## src/rtl/trs_pkg.sv

```systemverilog
package trs_pkg;

    localparam int WORD_W     = 32;
    localparam int BUS_AW     = 12;
    localparam int FRAME_LOG2 = 2;

    // register byte addresses
    localparam logic [BUS_AW-1:0] A_DEPTH = 12'h004;
    localparam logic [BUS_AW-1:0] A_STAT  = 12'h00C;
    localparam logic [BUS_AW-1:0] A_RDATA = 12'h010;
    localparam logic [BUS_AW-1:0] A_RPTR  = 12'h014;
    localparam logic [BUS_AW-1:0] A_WPTR  = 12'h018;
    localparam logic [BUS_AW-1:0] A_TCNT  = 12'h01C;
    localparam logic [BUS_AW-1:0] A_CTRL  = 12'h020;
    localparam logic [BUS_AW-1:0] A_WDATA = 12'h024;
    localparam logic [BUS_AW-1:0] A_FSTAT = 12'h300;
    localparam logic [BUS_AW-1:0] A_FCTRL = 12'h304;

    // bit positions
    localparam int CT_EN         = 0;
    localparam int ST_FULL       = 0;
    localparam int FS_HALTED     = 1;
    localparam int FC_FMT_EN     = 0;
    localparam int FC_FLUSH      = 6;
    localparam int FC_STOP_FLUSH = 12;
    localparam int FC_STOP_TRIG  = 13;

    typedef struct packed {
        logic stop_flush;
        logic stop_trig;
    } halt_cfg_t;

    typedef struct packed {
        logic              wptr_wr;
        logic              wdata_wr;
        logic              tcnt_wr;
        logic              flush_req;
        logic              arm;
        logic [WORD_W-1:0] value;
    } sw_cmd_t;

    function automatic logic frame_aligned(input logic [FRAME_LOG2-1:0] low);
        return low == '0;
    endfunction

endpackage

```

## src/rtl/trs_ram.sv

```systemverilog
module trs_ram #(
    parameter int AW = 6,
    parameter int DW = 32
) (
    input  logic          clk,
    input  logic          we,
    input  logic [AW-1:0] waddr,
    input  logic [DW-1:0] wdata,
    input  logic [AW-1:0] raddr,
    output logic [DW-1:0] rdata
);
    localparam int DEPTH = 1 << AW;

    logic [DW-1:0] mem [DEPTH];

    always_ff @(posedge clk) begin
        if (we) mem[waddr] <= wdata;
    end

    assign rdata = mem[raddr];
endmodule

```

## src/rtl/trs_capture.sv

```systemverilog
module trs_capture
    import trs_pkg::*;
#(
    parameter int                AW       = 6,
    parameter int                CNT_W    = 16,
    parameter logic [WORD_W-1:0] PAD_WORD = '0
) (
    input  logic              clk,
    input  logic              rst,
    input  logic              ctl_en,
    input  halt_cfg_t         cfg,
    input  sw_cmd_t           cmd,
    input  logic [WORD_W-1:0] trc_data,
    input  logic              trc_valid,
    input  logic              trc_trigger,
    output logic [AW-1:0]     wptr,
    output logic              full,
    output logic              halted,
    output logic              flush_busy,
    output logic [CNT_W-1:0]  tcnt,
    output logic              ram_we,
    output logic [AW-1:0]     ram_waddr,
    output logic [WORD_W-1:0] ram_wdata
);
    logic seen_trig;
    logic active, aligned, trig_done, drain, halt_now;
    logic pad_wr, trc_wr, hw_wr, flush_done, sw_hold;

    always_comb begin
        active     = ctl_en && !halted;
        aligned    = frame_aligned(wptr[FRAME_LOG2-1:0]);
        trig_done  = seen_trig && (tcnt == '0) && cfg.stop_trig;
        drain      = active && (trig_done || flush_busy);
        halt_now   = active && aligned && (trig_done || (flush_busy && cfg.stop_flush));
        pad_wr     = drain && !aligned && !trc_valid;
        trc_wr     = active && trc_valid && !halt_now;
        sw_hold    = cmd.wdata_wr || cmd.wptr_wr;
        hw_wr      = (trc_wr || pad_wr) && !sw_hold;
        flush_done = flush_busy && (aligned || !active);
        ram_we     = cmd.wdata_wr || hw_wr;
        ram_waddr  = wptr;
        if (cmd.wdata_wr)  ram_wdata = cmd.value;
        else if (trc_wr)   ram_wdata = trc_data;
        else               ram_wdata = PAD_WORD;
    end

    always_ff @(posedge clk) begin
        if (rst) begin
            wptr       <= '0;
            full       <= 1'b0;
            halted     <= 1'b0;
            seen_trig  <= 1'b0;
            flush_busy <= 1'b0;
            tcnt       <= '0;
        end else begin
            if (cmd.wptr_wr) begin
                wptr <= cmd.value[AW-1:0];
                if (!ctl_en) full <= 1'b0;
            end else if (ram_we) begin
                wptr <= wptr + AW'(1);
                if (wptr == '1) full <= 1'b1;
            end

            if (cmd.arm)                      seen_trig <= 1'b0;
            else if (active && trc_trigger)   seen_trig <= 1'b1;

            if (cmd.arm)         halted <= 1'b0;
            else if (halt_now)   halted <= 1'b1;

            if (cmd.flush_req)       flush_busy <= 1'b1;
            else if (flush_done)     flush_busy <= 1'b0;

            if (cmd.tcnt_wr)
                tcnt <= cmd.value[CNT_W-1:0];
            else if (seen_trig && trc_wr && hw_wr && tcnt != '0)
                tcnt <= tcnt - CNT_W'(1);
        end
    end


    halt_aligned_chk: assert property (@(posedge clk) disable iff (rst)
        ($rose(halted) && !$past(cmd.wptr_wr) && !$past(cmd.wdata_wr))
            |-> (wptr[FRAME_LOG2-1:0] == '0));


    idle_hold_chk: assert property (@(posedge clk) disable iff (rst)
        (!active && !cmd.wptr_wr && !cmd.wdata_wr) |=> $stable(wptr));


    full_clear_chk: assert property (@(posedge clk) disable iff (rst)
        $fell(full) |-> $past(cmd.wptr_wr && !ctl_en));


    flush_end_chk: assert property (@(posedge clk) disable iff (rst)
        $fell(flush_busy) |-> $past(aligned || !active));


    tcnt_step_chk: assert property (@(posedge clk) disable iff (rst)
        !cmd.tcnt_wr |=> (tcnt == $past(tcnt) || tcnt == $past(tcnt) - CNT_W'(1)));
endmodule

```

## src/rtl/trs_regs.sv

```systemverilog
module trs_regs
    import trs_pkg::*;
#(
    parameter int AW    = 6,
    parameter int CNT_W = 16
) (
    input  logic              clk,
    input  logic              rst,
    input  logic [BUS_AW-1:0] bus_addr,
    input  logic              bus_wr,
    input  logic              bus_rd,
    input  logic [WORD_W-1:0] bus_wdata,
    output logic [WORD_W-1:0] bus_rdata,
    input  logic [AW-1:0]     wptr,
    input  logic              full,
    input  logic              halted,
    input  logic              flush_busy,
    input  logic [CNT_W-1:0]  tcnt,
    input  logic [WORD_W-1:0] ram_rdata,
    output logic [AW-1:0]     rptr,
    output logic              ctl_en,
    output halt_cfg_t         cfg,
    output sw_cmd_t           cmd
);
    localparam logic [WORD_W-1:0] DEPTH_WORD = WORD_W'(1 << AW) & 32'h7FFF_FFFF;

    logic              fmt_en;
    logic              rd_data_hit, wr_rptr_hit;
    logic [WORD_W-1:0] rd_mux;

    always_comb begin
        cmd.wptr_wr   = bus_wr && bus_addr == A_WPTR;
        cmd.wdata_wr  = bus_wr && bus_addr == A_WDATA;
        cmd.tcnt_wr   = bus_wr && bus_addr == A_TCNT;
        cmd.flush_req = bus_wr && bus_addr == A_FCTRL && bus_wdata[FC_FLUSH];
        cmd.arm       = bus_wr && bus_addr == A_CTRL && bus_wdata[CT_EN];
        cmd.value     = bus_wdata;
        rd_data_hit   = bus_rd && bus_addr == A_RDATA;
        wr_rptr_hit   = bus_wr && bus_addr == A_RPTR;
    end

    always_comb begin
        rd_mux = '0;
        case (bus_addr)
            A_DEPTH: rd_mux = DEPTH_WORD;
            A_STAT:  rd_mux[ST_FULL] = full;
            A_RDATA: rd_mux = ram_rdata;
            A_RPTR:  rd_mux = WORD_W'(rptr);
            A_WPTR:  rd_mux = WORD_W'(wptr);
            A_TCNT:  rd_mux = WORD_W'(tcnt);
            A_CTRL:  rd_mux[CT_EN] = ctl_en;
            A_FSTAT: rd_mux[FS_HALTED] = halted || !ctl_en;
            A_FCTRL: begin
                rd_mux[FC_FMT_EN]     = fmt_en;
                rd_mux[FC_FLUSH]      = flush_busy;
                rd_mux[FC_STOP_FLUSH] = cfg.stop_flush;
                rd_mux[FC_STOP_TRIG]  = cfg.stop_trig;
            end
            default: rd_mux = '0;
        endcase
    end

    always_ff @(posedge clk) begin
        if (rst) begin
            bus_rdata <= '0;
            rptr      <= '0;
            ctl_en    <= 1'b0;
            fmt_en    <= 1'b0;
            cfg       <= '0;
        end else begin
            if (bus_rd) bus_rdata <= rd_mux;

            if (wr_rptr_hit)       rptr <= bus_wdata[AW-1:0];
            else if (rd_data_hit)  rptr <= rptr + AW'(1);

            if (bus_wr && bus_addr == A_CTRL) ctl_en <= bus_wdata[CT_EN];

            if (bus_wr && bus_addr == A_FCTRL) begin
                fmt_en         <= bus_wdata[FC_FMT_EN];
                cfg.stop_flush <= bus_wdata[FC_STOP_FLUSH];
                cfg.stop_trig  <= bus_wdata[FC_STOP_TRIG];
            end
        end
    end


    rptr_step_chk: assert property (@(posedge clk) disable iff (rst)
        (rd_data_hit && !wr_rptr_hit) |=> (rptr == $past(rptr) + AW'(1)));


    depth_msb_chk: assert property (@(posedge clk) disable iff (rst)
        (bus_rd && bus_addr == A_DEPTH) |=> !bus_rdata[31]);
endmodule

```

## src/rtl/trace_ring_sink.sv

```systemverilog
module trace_ring_sink
    import trs_pkg::*;
#(
    parameter int                ADDR_LOG2 = 6,
    parameter int                TCNT_W    = 16,
    parameter logic [31:0]       PAD_WORD  = 32'h0
) (
    input  logic        clk,
    input  logic        rst,
    input  logic [11:0] bus_addr,
    input  logic        bus_wr,
    input  logic        bus_rd,
    input  logic [31:0] bus_wdata,
    output logic [31:0] bus_rdata,
    input  logic [31:0] trc_data,
    input  logic        trc_valid,
    input  logic        trc_trigger
);
    logic [ADDR_LOG2-1:0] wptr, rptr, ram_waddr;
    logic                 full, halted, flush_busy, ctl_en, ram_we;
    logic [TCNT_W-1:0]    tcnt;
    logic [WORD_W-1:0]    ram_wdata, ram_rdata;
    halt_cfg_t            cfg;
    sw_cmd_t              cmd;

    trs_regs #(.AW(ADDR_LOG2), .CNT_W(TCNT_W)) u_regs (
        .clk(clk), .rst(rst),
        .bus_addr(bus_addr), .bus_wr(bus_wr), .bus_rd(bus_rd),
        .bus_wdata(bus_wdata), .bus_rdata(bus_rdata),
        .wptr(wptr), .full(full), .halted(halted), .flush_busy(flush_busy),
        .tcnt(tcnt), .ram_rdata(ram_rdata),
        .rptr(rptr), .ctl_en(ctl_en), .cfg(cfg), .cmd(cmd)
    );

    trs_capture #(.AW(ADDR_LOG2), .CNT_W(TCNT_W), .PAD_WORD(PAD_WORD)) u_cap (
        .clk(clk), .rst(rst), .ctl_en(ctl_en), .cfg(cfg), .cmd(cmd),
        .trc_data(trc_data), .trc_valid(trc_valid), .trc_trigger(trc_trigger),
        .wptr(wptr), .full(full), .halted(halted), .flush_busy(flush_busy),
        .tcnt(tcnt), .ram_we(ram_we), .ram_waddr(ram_waddr), .ram_wdata(ram_wdata)
    );

    trs_ram #(.AW(ADDR_LOG2), .DW(WORD_W)) u_ram (
        .clk(clk), .we(ram_we), .waddr(ram_waddr), .wdata(ram_wdata),
        .raddr(rptr), .rdata(ram_rdata)
    );
endmodule

```

## config.mk

```make
export PLATFORM = sky130hd
export DESIGN_NAME = trace_ring_sink
export DESIGN_NICKNAME = d
export VERILOG_FILES = /design/src/rtl/trs_pkg.sv /design/src/rtl/trs_ram.sv /design/src/rtl/trs_capture.sv /design/src/rtl/trs_regs.sv /design/src/rtl/trace_ring_sink.sv
export SDC_FILE = /design/constraint.sdc
export NUM_CORES = 2
export LEC_CHECK = 0
export BUFFER_PORTS_ARGS = -buffer_cell sky130_fd_sc_hd__buf_2
export CAP_MARGIN = 25
export CORE_MARGIN = 5
export CORE_UTILIZATION = 55
export CTS_BUF_LIST = sky130_fd_sc_hd__clkbuf_16
export CTS_CLUSTER_SIZE = 8
export DETAILED_ROUTE_END_ITERATION = 10
export HOLD_SLACK_MARGIN = 0.05
export PLACE_DENSITY = 0.79
export SYNTH_ARGS = -nofsm -noshare
export SYNTH_HDL_FRONTEND = slang
export SYNTH_SLANG_ARGS = --single-unit
```

## constraint.sdc

```tcl
create_clock -name clk -period 7.2 [get_ports clk]
set_input_delay 1.8 -clock clk [delete_from_list [all_inputs] [get_ports clk]]
set_output_delay 1.8 -clock clk [all_outputs]
set_load 0.01 [all_outputs]
```

# Word-level counts from Yosys, hierarchy flattened
# Memory sizes are Yosys's and may differ from the RTL's. A register that Yosys moved wholly into a read port is not among the register bits.
# Index checks and enable logic that the tools add are counted.
# classes
n_reduce_logical	50
add_sub_neg	3
n_mux	25
n_eq_ne	12
# op_table
op	n
$mux W32	2
$eq A12 B5 Y1 const B	4
$mux W6	6
$pmux W18 S2	1
$mux W16	2
$logic_and A1 B1 Y1	26
$eq A12 B10 Y1 const B	2
$eq A12 B6 Y1 const B	2
$logic_not A16 Y1	1
$pmux W4 S4	1
$reduce_bool A16 Y1	1
$sub A16 B1 Y16 const B	1
$add A6 B1 Y6 const B	2
$eq A12 B3 Y1 const B	1
$eq A12 B4 Y1 const B	1
$pmux W5 S2	1
$reduce_bool A2 Y1	5
$mux W1	8
$logic_not A1 Y1	7
$logic_or A1 B1 Y1	7
$pmux W1 S7	1
$eq A6 B6 Y1 const B	1
$pmux W2 S3	1
$pmux W1 S5	1
other kinds (5)	5
# totals
inputBits	82
reg_bits	68
ramBits	2048
n_memories	1
output_inout_bits	32
# mem_list
memory	depth	width	read_ports	rd_ports_with_merged_regs	wr	line	text
u_ram.mem	64	32	1	1	1	trs_ram.sv:14	logic [DW-1:0] mem [DEPTH];

# Longest topological paths before layout
# logic_depth
ltp_word	13
depth_mapped	12
ltp_nobuf	9

# Modules after synthesis
# Synthesis repeated with hierarchy kept, for this count alone.
# hier_totals
hier_cells	3813
hier_area_um2	82336.5
# by_module_without_submodules
module	instances	area_per_inst_um2	cells_each	seq_area_each_um2
trs_ram	1	77874.7	3292	61499.0
trs_regs	1	2537.4	289	840.8
trs_capture	1	1924.3	232	520.5

# Worst setup path before layout
# OpenSTA, ideal clock, no wires.
# synth_path
path_kind	input to register
startpoint	in bus_addr[7]
endpoint	mem u_ram.mem[63][0], enable pin
t_arrival_ps	5086
setup_ps	463
stages	5
setup_slack_ps	1650
path_cell_list	nor4_2 nand3_1 nor4_4 a21oi_2 nor3_1
# synth_via
elab_chain_cells	8
word_cells_on_any_way	10
cone_classes	eq/ne (2); mux (2); reduce/logical (6)
# synth_lines
item	line	text
start: declaration	trace_ring_sink.sv:10	input logic [11:0] bus_addr,
$eq A12 B6 Y1 / $eq A12 B5 Y1 (equally long branches)	trs_regs.sv:33, trs_regs.sv:32	
$logic_and A1 B1 Y1, on equally long branches	trs_regs.sv:33, trs_regs.sv:32	
$logic_or A1 B1 Y1	trs_capture.sv:37	sw_hold = cmd.wdata_wr || cmd.wptr_wr;
$logic_not A1 Y1	trs_capture.sv:38	hw_wr = (trc_wr || pad_wr) && !sw_hold;
$logic_and A1 B1 Y1	trs_capture.sv:38	
$logic_or A1 B1 Y1 *	trs_capture.sv:40	ram_we = cmd.wdata_wr || hw_wr;
$mux W1 *	trs_ram.sv:17	if (we) mem[waddr] <= wdata;
$mux W1 (implied by the code) *	trs_ram.sv:17	
end: declaration	trs_ram.sv:14	
# Every way passes the cells marked *; elsewhere a longest branch is shown, timed or not.

# Worst setup path in the final report
# layout_path
startpoint	in bus_addr[1]
endpoint	mem u_ram.mem[29][16], enable pin
# The elaborated chain is that of the path after synthesis.

==> run_results.csv <==
group,metric,value,unit
timing,finalMaxSlewViolations,0,
place,place_inst,5764,
yosys,synth_nets,3875,
clock_tree,cts_buffer_depth,4,
clock_tree,postCtsSetupBuffers,0,
finish,drive_gt1_frac,0.3054,
finish,nNetsFinal,4258,
finish,final_cells,6167,
yosys,yosysUniqueCellTypes,78,
yosys,yosys.area.top_type_share,0.7481,
detailed_routing,wl_per_cell,41.33,um
place,routabilityCongestion,0.9243,
floorplan,rows,141,
yosys,synth_xor_area_frac,0.001492,
outcome,run_status,"finished clean",
setup_path,critPathArrivalTime,5870,ps
yosys,synth_flop_cell,"edfxtp_1",
floorplan,dieArea,157300,um^2
clock_tree,cts_sinks,2122,
power,p_per_area,277.9,nW/um^2
floorplan,die-width,396.6,um
clock_tree,cts_buffers,315,
setup_path,r2r_start,"u_cap.tcnt[0]",
setup_path,critPathBufInv,2,
global_routing,grt_usage,0.3151,
yosys,yosysMostFrequentCell,"edfxtp_1",
floorplan,io_pins,114,
power,peakVddDrop,0.2821,mV
yosys,synth_compound_area_frac,0.02638,
global_routing,grt_max_degree,110,
timing,max-slew-margin-rel,0.2156,
worst_hold_path,hold_path_end,"u_regs.bus_rdata[13]",
yosys,yosysTopAreaCell,"edfxtp_1",
setup_path,path_max_fanout,20,
setup_path,cp_data_required_time,7790,ps
setup_path,ff2ff_setup_slack,2010,ps
yosys,synth.cell_area,82210,um^2
yosys,muxShareOfSynthArea,0.1635,
place,dp_hpwl,135100,um
timing,fmax,0.1893,GHz
clock_tree,cts_resized,0,
yosys,synth_simple_gate_area_frac,0.02915,
clock_tree,h-tree-depth,5,
setup_path,crit_path_end_kind,"register",
setup_path,critical_path.startpoint_type,"input pin",
yosys,synthCells,3788,
timing,setup_viol,0,
clock_tree,root_buffer,"clkbuf_16",
clock_tree,clk_pin_slew,60,ps
timing,tightest_slew,1174,ps
floorplan,initial_core_util,0.5547,
detailed_routing,viasPerCell,7.458,
place,portBuffers,113,
yosys,async_reset_ff_frac,0,
setup_path,crit_cells,8,
yosys,ys_ff_latch,2122,
yosys,yosysSeqAreaShare,0.7661,
power,power_leakage,32.31,nW
timing,fin_crit_sh,0.7339,
clock_tree,clkLatencyLatePin,940,ps
power,power,0.02638,W
yosys,ys_warn_count,0,
global_routing,grt_pass1_wl,348700,um
setup_path,worstReg2RegEnd,"u_ram.mem[29][16]",
detailed_routing,wirelength,254900,um
worst_hold_path,hold_class,"reg -> reg",
detailed_routing,drt_iter0_drc,8692,
timing,rsz0062_at_grt,"false",
timing,finClkSkew,58.14,ps
global_routing,grt_pass1_vias,45860,
detailed_routing,ant_nets,0,
setup_path,r2r_cells,10,
global_routing,antenna_found_initial,9,
clock_tree,cts_tree,"yes",
setup_path,path_class,"in -> reg",
setup_path,crit_path_cell_trace,"buf_2 -> nor4b_2 -> nand3_1 -> nor4_4 -> a21o_1 -> nand4b_1 -> nor2_4 -> buf_4",
worst_hold_path,hold_start,"u_regs.bus_rdata[13]",
timing,fin_setup_tns,0,ps
detailed_routing,first_pass_iters,8,
yosys,synth_top_family_by_area,"multiplexers",
timing,fin_crit,5284,ps
setup_path,crit_path_top_delay_cell,"nor2_4",
flow_run,maxCapViolations,0,
setup_path,cpPeakStageDelay,1180,ps
global_routing,grt-ovfl-total,0,
yosys,synth_edf_count,2048,
detailed_routing,vias,45990,
yosys,synthTopCellsByCount,"edfxtp_1 (2,048), mux4_2 (559), nand2_1 (142)",
worst_hold_path,holdPathStages,2,
finish,nFillCells,8772,
yosys,synth_area_leaders,"edfxtp_1 (75%), mux4_2 (15%), dfxtp_1 (1.8%), mux2i_1 (0.89%), nand2_1 (0.65%)",
yosys,synthAdderAreaFrac,0.0007610,
floorplan,core,148200,um^2
detailed_routing,drcViolationCount,0,
floorplan,die_h,396.6,um
finish,area_growth,15.47,%
setup_path,cp_top_family,"simple AND/OR/NAND/NOR gates",
timing,finalHoldViolCount,0,
clock_tree,hold_buffers,0,
yosys,synth.avg_cell_area,21.70,um^2
-- logic make-up (layout without fill, tap and decap cells) --
kind of cell	count (synthesis)	count (layout)
DFF	2122	2122
muxes	643	643
AOI/OAI and AO/OA	311	311
other	0	3
buffers and inverters	217	663
and+or+nand+nor	476	476
xor gates and xnor gates	14	14
adders and majority gates	5	5
-- stage by stage --
stage / setup slack, ps / cell area, um^2 / hold WS (ps) / utilization
after floorplan: 1651 / 82210 / 454.0 / -
after global placement: 1455 / 85810 / 442.8 / 0.5790
after detailed placement: 1372 / 86240 / 453.4 / 0.5820
after CTS: 2217 / 94540 / 479.5 / 0.6379
after global routing: 1972 / 94920 / 502.5 / 0.6405
final: 1916 / 94920 / 481.1 / 0.6406
-- cells in the final DEF, fill, tap and decap left out, drive strengths merged, types with 15 or more instances in the layout --
master	netlist	routed
a211oi	34	34
a21oi	43	43
a22o	35	35
a22oi	18	18
a31oi	22	22
and2	16	16
and3	15	15
buf	120	271
clkbuf	87	323
dfxtp	74	74
edfxtp	2048	2048
inv	9	65
mux2i	73	73
mux4	559	559
nand2	142	142
nand3	29	29
nor2	145	145
nor2b	19	19
nor3	25	25
nor4	19	19
o21ai	54	54
o22ai	32	32
or3	16	16
-- worst max-delay path by stage --
stage / to / startpoint
finish: u_ram.mem[29][16] / bus_addr[1]
global placement: u_ram.mem[19][28] / bus_addr[3]
detailed placement: u_ram.mem[27][12] / bus_addr[1]
CTS: u_ram.mem[29][16] / bus_addr[1]
floorplan: u_ram.mem[63][0] / bus_addr[7]
global route: u_ram.mem[29][20] / bus_addr[1]
-- state kept, by name (all words and copies together), names as in the netlist, named ones only --
name              flops
u_regs.ctl_en         1
u_ram.mem          2048
u_regs.rptr           6
u_cap.flush_busy      1
u_regs.bus_rdata     32
u_cap.ram_waddr       6
u_regs.fmt_en         1
u_cap.halted          1
u_cap.seen_trig       1
u_cap.tcnt           16
u_regs.cfg            2
u_cap.full            1
-- worst register-to-register path, cell delays in order, from the launching register on --
cell	delay [ps]
dfxtp_1	370
inv_1	110
ha_1	150
nor4b_2	260
nand4_2	210
or3_4	430
a31oi_4	250
a21o_1	570
nand4b_1	950
nor2_4	1180
buf_4	410
-- where the power goes --
| group | leakage [nW] | switching [W] | total, W | internal, W |
|---|---|---|---|---|
| Clock | 4.28 | 0.00513 | 0.0130 | 0.00783 |
| Sequential | 21.8 | 0.00000181 | 0.0133 | 0.0133 |
| Combinational | 6.19 | 0.0000537 | 0.0000796 | 0.0000259 |
-- layout make-up --
class | instances | area [um^2] | area share
clock inverters | 58 | 236.5 | 0.002491
multi-input cells | 1449 | 18700 | 0.1970
inverters | 10 | 43.79 | 0.0004613
well taps | 1930 | 2415 | 0.02544
flip-flops and latches | 2122 | 63000 | 0.6637
diodes | 3 | 7.507 | 0.00007909
clock buffers | 322 | 8058 | 0.08489
repair buffers | 273 | 2462 | 0.02594
-- layer usage --
metal	GRT usage	part of all wire	vias up
li1	-	-	16670
met1	0.3974	0.31	22980
met2	0.4795	0.46	5206
met3	0.09548	0.14	1126
met4	0.2069	0.089	6
met5	0	0.00022	-
Power figures use the tool's default switching activity.
